--- config.mk ---
export PLATFORM = sky130hd
export DESIGN_NAME = burst_addr_seq
export DESIGN_NICKNAME = d
export VERILOG_FILES = /design/src/rtl/burst_seq_pkg.sv /design/src/rtl/burst_cfg_reg.sv /design/src/rtl/burst_next_addr.sv /design/src/rtl/burst_addr_seq.sv
export SDC_FILE = /design/constraint.sdc
export NUM_CORES = 1
export LEC_CHECK = 0
export ABC_CLOCK_PERIOD_IN_PS = 1750
export CORE_ASPECT_RATIO = 0.75
export CORE_UTILIZATION = 25
export DETAILED_ROUTE_END_ITERATION = 10
export PLACE_DENSITY = 0.56
export SYNTH_ARGS = -nofsm -noshare
export SYNTH_HDL_FRONTEND = slang
export SYNTH_SLANG_ARGS = --single-unit
--- constraint.sdc ---
create_clock -name clk -period 1.75 [get_ports clk]
set_input_delay 0.2625 -clock clk [delete_from_list [all_inputs] [get_ports clk]]
set_output_delay 0.2625 -clock clk [all_outputs]
set_load 0.01 [all_outputs]
--- src/rtl/burst_seq_pkg.sv ---
package burst_seq_pkg;

  localparam logic [2:0] MODE_CONT = 3'b000;
  localparam logic [2:0] MODE_G8   = 3'b010;
  localparam logic [2:0] MODE_G16  = 3'b011;
  localparam logic [2:0] MODE_G32  = 3'b100;

  function automatic logic mode_is_defined(input logic [2:0] code);
    return (code == MODE_CONT) || (code == MODE_G8) ||
           (code == MODE_G16)  || (code == MODE_G32);
  endfunction

  // log2 of the group size; 0 for continuous
  function automatic logic [2:0] group_log2(input logic [2:0] code);
    case (code)
      MODE_G8:  return 3'd3;
      MODE_G16: return 3'd4;
      MODE_G32: return 3'd5;
      default:  return 3'd0;
    endcase
  endfunction

endpackage

--- src/rtl/burst_cfg_reg.sv ---
module burst_cfg_reg
  import burst_seq_pkg::*;
(
  input  logic       clk,
  input  logic       rst,
  input  logic       we,
  input  logic [3:0] wdata,
  output logic [2:0] mode_q,
  output logic       wrap_q,
  output logic       err_q
);

  always_ff @(posedge clk) begin
    if (rst) begin
      mode_q <= MODE_CONT;
      wrap_q <= 1'b1;
      err_q  <= 1'b0;
    end else if (we) begin
      wrap_q <= wdata[3];
      if (mode_is_defined(wdata[2:0])) begin
        mode_q <= wdata[2:0];
      end else begin
        mode_q <= MODE_CONT;
        err_q  <= 1'b1;
      end
    end
  end

endmodule

--- src/rtl/burst_next_addr.sv ---
module burst_next_addr
  import burst_seq_pkg::*;
#(
  parameter int ADDR_W = 24
) (
  input  logic [ADDR_W-1:0] cur,
  input  logic [2:0]        mode,
  input  logic              wrap_en,
  output logic [ADDR_W-1:0] nxt
);

  logic [ADDR_W-1:0] inc;
  logic [ADDR_W-1:0] low_mask;

  always_comb begin
    inc      = cur + 1'b1;
    low_mask = ~({ADDR_W{1'b1}} << group_log2(mode));
    if (wrap_en && (mode != MODE_CONT))
      nxt = (cur & ~low_mask) | (inc & low_mask);
    else
      nxt = inc;
  end

endmodule

--- src/rtl/burst_addr_seq.sv ---
module burst_addr_seq
  import burst_seq_pkg::*;
#(
  parameter int ARRAY_WORDS = 1 << 24,
  parameter int COUNT_W     = 8,
  localparam int ADDR_W     = $clog2(ARRAY_WORDS)
) (
  input  logic               clk,
  input  logic               rst,
  input  logic               cfg_we,
  input  logic [3:0]         cfg_wdata,
  output logic [2:0]         cfg_mode,
  output logic               cfg_wrap,
  output logic               cfg_err,
  input  logic               start,
  input  logic [ADDR_W-1:0]  start_addr,
  input  logic               advance,
  input  logic               stop,
  output logic [ADDR_W-1:0]  addr,
  output logic [COUNT_W-1:0] count,
  output logic               busy,
  output logic               done
);

  logic [2:0]         burst_mode_q;
  logic               burst_wrap_q;
  logic [ADDR_W-1:0]  addr_nxt;
  logic [COUNT_W-1:0] cnt_inc;
  logic [COUNT_W-1:0] grp_words;
  logic               last_word;

  burst_cfg_reg u_cfg (
    .clk    (clk),
    .rst    (rst),
    .we     (cfg_we),
    .wdata  (cfg_wdata),
    .mode_q (cfg_mode),
    .wrap_q (cfg_wrap),
    .err_q  (cfg_err)
  );

  burst_next_addr #(.ADDR_W(ADDR_W)) u_next (
    .cur     (addr),
    .mode    (burst_mode_q),
    .wrap_en (burst_wrap_q),
    .nxt     (addr_nxt)
  );

  always_comb begin
    cnt_inc   = count + 1'b1;
    grp_words = COUNT_W'(1) << group_log2(burst_mode_q);
    last_word = (burst_mode_q != MODE_CONT) && (cnt_inc == grp_words);
  end

  always_ff @(posedge clk) begin
    if (rst) begin
      addr         <= '0;
      count        <= '0;
      busy         <= 1'b0;
      done         <= 1'b0;
      burst_mode_q <= MODE_CONT;
      burst_wrap_q <= 1'b1;
    end else if (start) begin
      addr         <= start_addr;
      count        <= COUNT_W'(1);
      busy         <= 1'b1;
      done         <= 1'b0;
      burst_mode_q <= cfg_mode;
      burst_wrap_q <= cfg_wrap;
    end else if (busy) begin
      if (advance) begin
        addr  <= addr_nxt;
        count <= cnt_inc;
        if (last_word) begin
          busy <= 1'b0;
          done <= 1'b1;
        end
      end
      if (stop) begin
        busy <= 1'b0;
        done <= 1'b1;
      end
    end
  end

endmodule

Yosys cells after proc, flatten, opt, wreduce, memory -nomap -nowiden
Index checks and enable logic that the tools add are counted.
Widths: inputs -> output; s select.
Cells by class
  shifts and indexed selects: 2
  bitwise gates (word level): 6
  muxes and demuxes: 17
  equal/unequal tests: 7
  $add $sub $neg: 2
  reduce and logical (&&, ||, !) cells: 16
Operators by type and width (count)
  $mux 24: 4
  $and 24x24->24: 2
  $not 24->24: 2
  $add 24x1->24 const B: 1
  $or 24x24->24: 1
  $shl 24x3->24 const A: 1
  $eq 3x2->1 const B: 4
  $mux 1: 11
  $pmux 3 s3: 1
  $add 8x1->8 const B: 1
  $eq 8x8->1: 1
  $reduce_bool 2->1: 4
  $shl 1x3->8 const A: 1
  $eq 3x3->1 const B: 2
  $reduce_and 2->1: 3
  $logic_not 3->1: 1
  $logic_or 1x1->1: 3
  $mux 3: 1
  $reduce_and 3->1: 1
  $reduce_bool 3->1: 1
  $logic_and 1x1->1: 2
  $reduce_or 2->1: 1
  $not 1->1: 1
Word-level totals
  output and inout port bits: 39
  register bits after elaboration: 43
  logic and storage cells: 60

Depth between registers and ports, before layout
  word-level depth: 11
  gate-level depth with buffers: 8
  mapped depth without buffers: 6

Modules after synthesis
A second synthesis with hierarchy kept.
Unflattened totals
  cells, all modules: 348
  area total of the unflattened synthesis: 2667.6 sq um
By module, submodules not included
  burst_addr_seq: area an instance 1904.3 sq um, cells each 257, instances 1
  burst_next_addr: area an instance 560.5 sq um, cells each 71, instances 1
  burst_cfg_reg: area an instance 202.7 sq um, cells each 20, instances 1

Least setup slack after synthesis
No wires, ideal clock.
  path kind: flip-flop to flip-flop
  start: register count[0]
  end: register done
  buffers on the path: 0
  arrival time: 1.944 ns
  cell stages (with the launch flop): 5
  period minus slack after synthesis: 2.003 ns
  data required time: 1.690 ns
  setup time: 0.060 ns
  slack: -0.253 ns
  path through: dfxtp_1 ha_1 or4b_2 nor4_1 a41o_1
On the way
  longest elaborated chain between the ends: 5
RTL lines
  start: declaration: RTL line burst_addr_seq.sv:20  | output logic [COUNT_W-1:0] count,
  start signal: assignment: RTL line burst_addr_seq.sv:73  | count <= cnt_inc;
  $add 8x1->8: RTL line burst_addr_seq.sv:50  | cnt_inc = count + 1'b1;
  named net cnt_inc[1]: RTL line burst_addr_seq.sv:28  | logic [COUNT_W-1:0] cnt_inc;
  $eq 8x8->1: RTL line burst_addr_seq.sv:52  | last_word = (burst_mode_q != MODE_CONT) && (cnt_inc == grp_words);
  $logic_and 1x1->1: RTL line burst_addr_seq.sv:52
  $reduce_bool 2->1 (no source line)
  $reduce_and 3->1 (no source line)
  end signal: assignment: RTL line burst_addr_seq.sv:60  | done <= 1'b0;
  end signal: assignment: RTL line burst_addr_seq.sv:67  | done <= 1'b0;
  end signal: assignment: RTL line burst_addr_seq.sv:76  | done <= 1'b1;
  end: declaration: RTL line burst_addr_seq.sv:22  | output logic done
The timed path passes the listed nets, and every way through them passes these cells.
A chain may end at the register's enable or synchronous reset.

Final worst setup path
  start: register burst_mode_q[0]
  end: register addr[17]
On the way
  longest elaborated chain between the ends: 11
RTL lines
  start: declaration: RTL line burst_addr_seq.sv:25  | logic [2:0] burst_mode_q;
  start signal: assignment: RTL line burst_addr_seq.sv:68  | burst_mode_q <= cfg_mode;
  $eq 3x3->1 or $eq 3x2->1 (tied branches): RTL line burst_seq_pkg.sv:15  | case (code)
  $pmux 3 s3: RTL line burst_seq_pkg.sv:15
  $shl 24x3->24: RTL line burst_next_addr.sv:17  | low_mask = ~({ADDR_W{1'b1}} << group_log2(mode));
  $not 24->24: RTL line burst_next_addr.sv:17
  $not 24->24: RTL line burst_next_addr.sv:19  | nxt = (cur & ~low_mask) | (inc & low_mask);
  $and 24x24->24: RTL line burst_next_addr.sv:19
  $or 24x24->24: RTL line burst_next_addr.sv:19
  $mux 24 *: RTL line burst_next_addr.sv:18  | if (wrap_en && (mode != MODE_CONT))
  $mux 24 *: RTL line burst_addr_seq.sv:71  | if (advance) begin
  $mux 24 *: RTL line burst_addr_seq.sv:70  | end else if (busy) begin
  $mux 24 *: RTL line burst_addr_seq.sv:63  | end else if (start) begin
  end signal: assignment: RTL line burst_addr_seq.sv:64  | addr <= start_addr;
  end signal: assignment: RTL line burst_addr_seq.sv:72  | addr <= addr_nxt;
  end: declaration: RTL line burst_addr_seq.sv:19  | output logic [ADDR_W-1:0] addr,
Every way passes the cells marked *; elsewhere a longest branch is shown, timed or not. The select of a mux whose other input is x is not followed.

==> results.md <==
- Synth area leader: dfxtp_1
- Post-Layout Inst Area: 0.00395 sq mm
- Pwr dens: 653 mW/mm^2
- Hold/Removal Path Class: reg -> reg
- R2R cell count: 4
- Register Area: 868 sq um
- Area of the mapped netlist: 0.00242 sq mm
- Synth top area share: 35.6%
- First-pass GRT wire length: 12800 um
- Hold Slack: 0.496 ns
- CTS buffer count: 5
- Netlist cell types: 54
- TritonCTS clock tree: done
- Number of global-route vias before repair: 2533
- Seq cells post-synth: 43
- Final WS setup: 0.0177 ns
- Via count: 2756
- # IOs: 73
- Final WL: 8110 um
- GRT met1 Usage: 23.7%
- Clk Latency, worst-skew pair: 0.30 ns
- Crit start category: register
- Worst-case clock skew: 0.00478 ns
- Clk pin slew, worst setup/hold paths: 0.06 ns
- Crit path launch: burst_mode_q[0]
- Reg-to-reg critical path startpoint: burst_mode_q[0]
- Hold-fix buffers, CTS: 0
- Placed Cells: 549
- GRT Util Overall: 16.4%
- EDFF count, synth: 0
- Global placement routability congestion: 0.836
- Gr ovfl total: 0
- Largest net degree at the start of global routing: 31
- Diode count: 0
- Area of the multi-input gates: 0.00156 sq mm
- RSZ-0062 raised after global routing: true
- Fin. max-slew vios: 0
- Register area share after synthesis: 35.6%
- Site Rows: 30
- Pleak: 1.50 nW
- GR met2 Demand/Resource: 23.5%
- Placement Cell Area: 0.00369 sq mm
- Final Hold Violating Endpoints: 0
- Hold path cells: 2
- # nets final: 465
- Async SR Flop Fraction: 0%
- Worst-Margin Slew: 0.351 ns
- Initial antenna violation count: 0
- Fin util: 42.8%
- Synthesized area per cell: 7.86 sq um
- Die Width: 116 um
- Layout cells sized above 1: 22.3%
- DRC errors left: 0
- CTS Buffer Depth: 2
- CTS Root Cell: clkbuf_16
- Post-synthesis cell count: 308
- Synth top cells by count: 43 x dfxtp_1, 36 x nand2_1, 34 x nor2_1
- H-Tree Depth: 2
- Post-route ant nets: 0
- Setup violators final: 0
- Crit Path Max Fanout: 5
- Most frequent cell after synthesis: dfxtp_1
- Grt met3 use: 3.90%
- DIE AREA: 0.0101 sq mm
- Pre-CTS setup slack: -0.301 ns
- Post-DP HPWL: 6000 um
- Area grow syn2layout: 63.1%
- Hold endpoint: u_cfg.err_q
- Max VDD drop: 0.000317 V
- Crit Path Class: reg -> reg
- Syn. warnings: 0
- Fin crit share: 99.0%
- Worst EP arrival: 1.96 ns
- Number of fill cells in the layout: 923
- Fin crit period: 1.73 ns
- Avg Vias per Cell: 4.94
- Slack of the worst reg-to-reg path: 0.02 ns
- FMAX: 0.577 GHz
- Syn Nets: 344
- CORE AREA: 0.00923 sq mm
- Critical Path RT: 1.98 ns
- Global routing's busiest layer: met1
- Synth area leaders: dfxtp_1 36%, nand2_1 5.6%, nor2_1 5.3%
- CP endpoint kind: register
- Relative slew slack: 76.6%
- Max-cap violations: 0
- RR Endpoint: addr[17]
- Outcome: finished, final reports clean
- Die H: 87.2 um
- Clock sinks: 43
- Iteration-0 DRC Markers: 160
- Initial Util: 26.2%
- Main synth FF type: dfxtp_1
- Avg WL per Cell: 14.5 um
- Drt pass-1 iters: 4
- Finished Layout Cells: 558
- I/O Buffers: 72
- Hold path start: u_cfg.err_q
[critical path: stages (launching register included)]
cell and delay, ns:
dfxtp_2 0.32, o31a_1 0.33, or3_4 0.37, or4_1 0.51, a31oi_1 0.13
[repair_timing]
item	CTS	global route
pin swaps	0	7
gates cloned	0	0
buffers inserted	0	1
endpoints found under the hold margin	0	0
setup endpoints to repair	3	19
gates resized for setup	2	22
[area by class of cell]
cell class                      instances  share of cell area, %
Inverter                                4                  0.380
Sequential cell                        43                   22.0
Clock buffer                            8                   3.96
Tap cell                              128                   4.06
Multi-Input combinational cell        243                   39.6
Timing Repair Buffer                  132                   30.0
[metrics by stage]
step | TNS (ns) | power [W]
5_1_grt | -0.0676 | 0.00270
3_5_place_dp | -3.75 | 0.00158
4_1_cts | -0.0164 | 0.00260
3_3_place_gp | -2.78 | 0.00157
2_1_floorplan | -0.00542 | 0.00128
6_report | 0 | 0.00258
[worst max path at each step]
| stage | slack (ns) | to | depth (start not counted) |
|---|---|---|---|
| 6_report | 0.02 | addr[17] | 4 |
| 5_1_grt | -0.02 | addr[8] | 7 |
| 4_1_cts | -0.02 | done | 5 |
| 3_5_place_dp | -0.30 | addr[17] | 5 |
| 3_3_place_gp | -0.28 | addr[17] | 5 |
| 2_1_floorplan | -0.005 | done | 5 |
[report_power, final]
| group | switching, W | internal [W] |
|---|---|---|
| combinational | 0.000226 | 0.000280 |
| sequential | 0.0000378 | 0.00103 |
| clock | 0.000400 | 0.000608 |
[placed cells by master (no fill, tap or decap), drive strengths merged, types with 2 or more instances in the layout]
cell           instances
or3                    6
o211ai                 4
a22oi                  2
a31oi                  6
ha                     2
or2                    2
nand3                 15
a211o                  3
a21oi                 19
clkdlybuf4s50         71
buf                   60
a211oi                 5
or4                    2
xnor2                  9
xor2                  10
nor2b                  4
nand2                 36
o311ai                 3
mux2                   3
nor2                  34
nor3                  10
nand2b                 3
a221oi                 2
o21ai                 13
a21boi                 2
nand4                 11
mux2i                  7
nor4                   5
clkbuf                 8
and2                   2
nor3b                  2
and3                   5
a21o                   2
inv                    4
dfxtp                 43
[metal layers]
| metal | routed length [um] | vias to the layer above |
|---|---|---|
| met5 | 0 | - |
| met4 | 106 | 0 |
| met3 | 567 | 8 |
| met2 | 3430 | 103 |
| met1 | 4000 | 1277 |
| li1 | - | 1368 |
[logic make-up (layout without fill, tap and decap cells)]
kind of cell | Yosys count | in the layout | synth area share (%)
adder cells (fa/ha/maj) | 2 | 2 | 1.03
buffers and inverters | 22 | 144 | 3.83
AND/OR/NAND/NOR | 140 | 140 | 28.7
multiplexers | 10 | 10 | 4.29
AO/OA/AOI/OAI | 72 | 72 | 19.7
flip-flops | 43 | 43 | 35.6
XOR/XNOR | 19 | 19 | 6.88
Note: power is estimated with default switching activity, not from simulation.
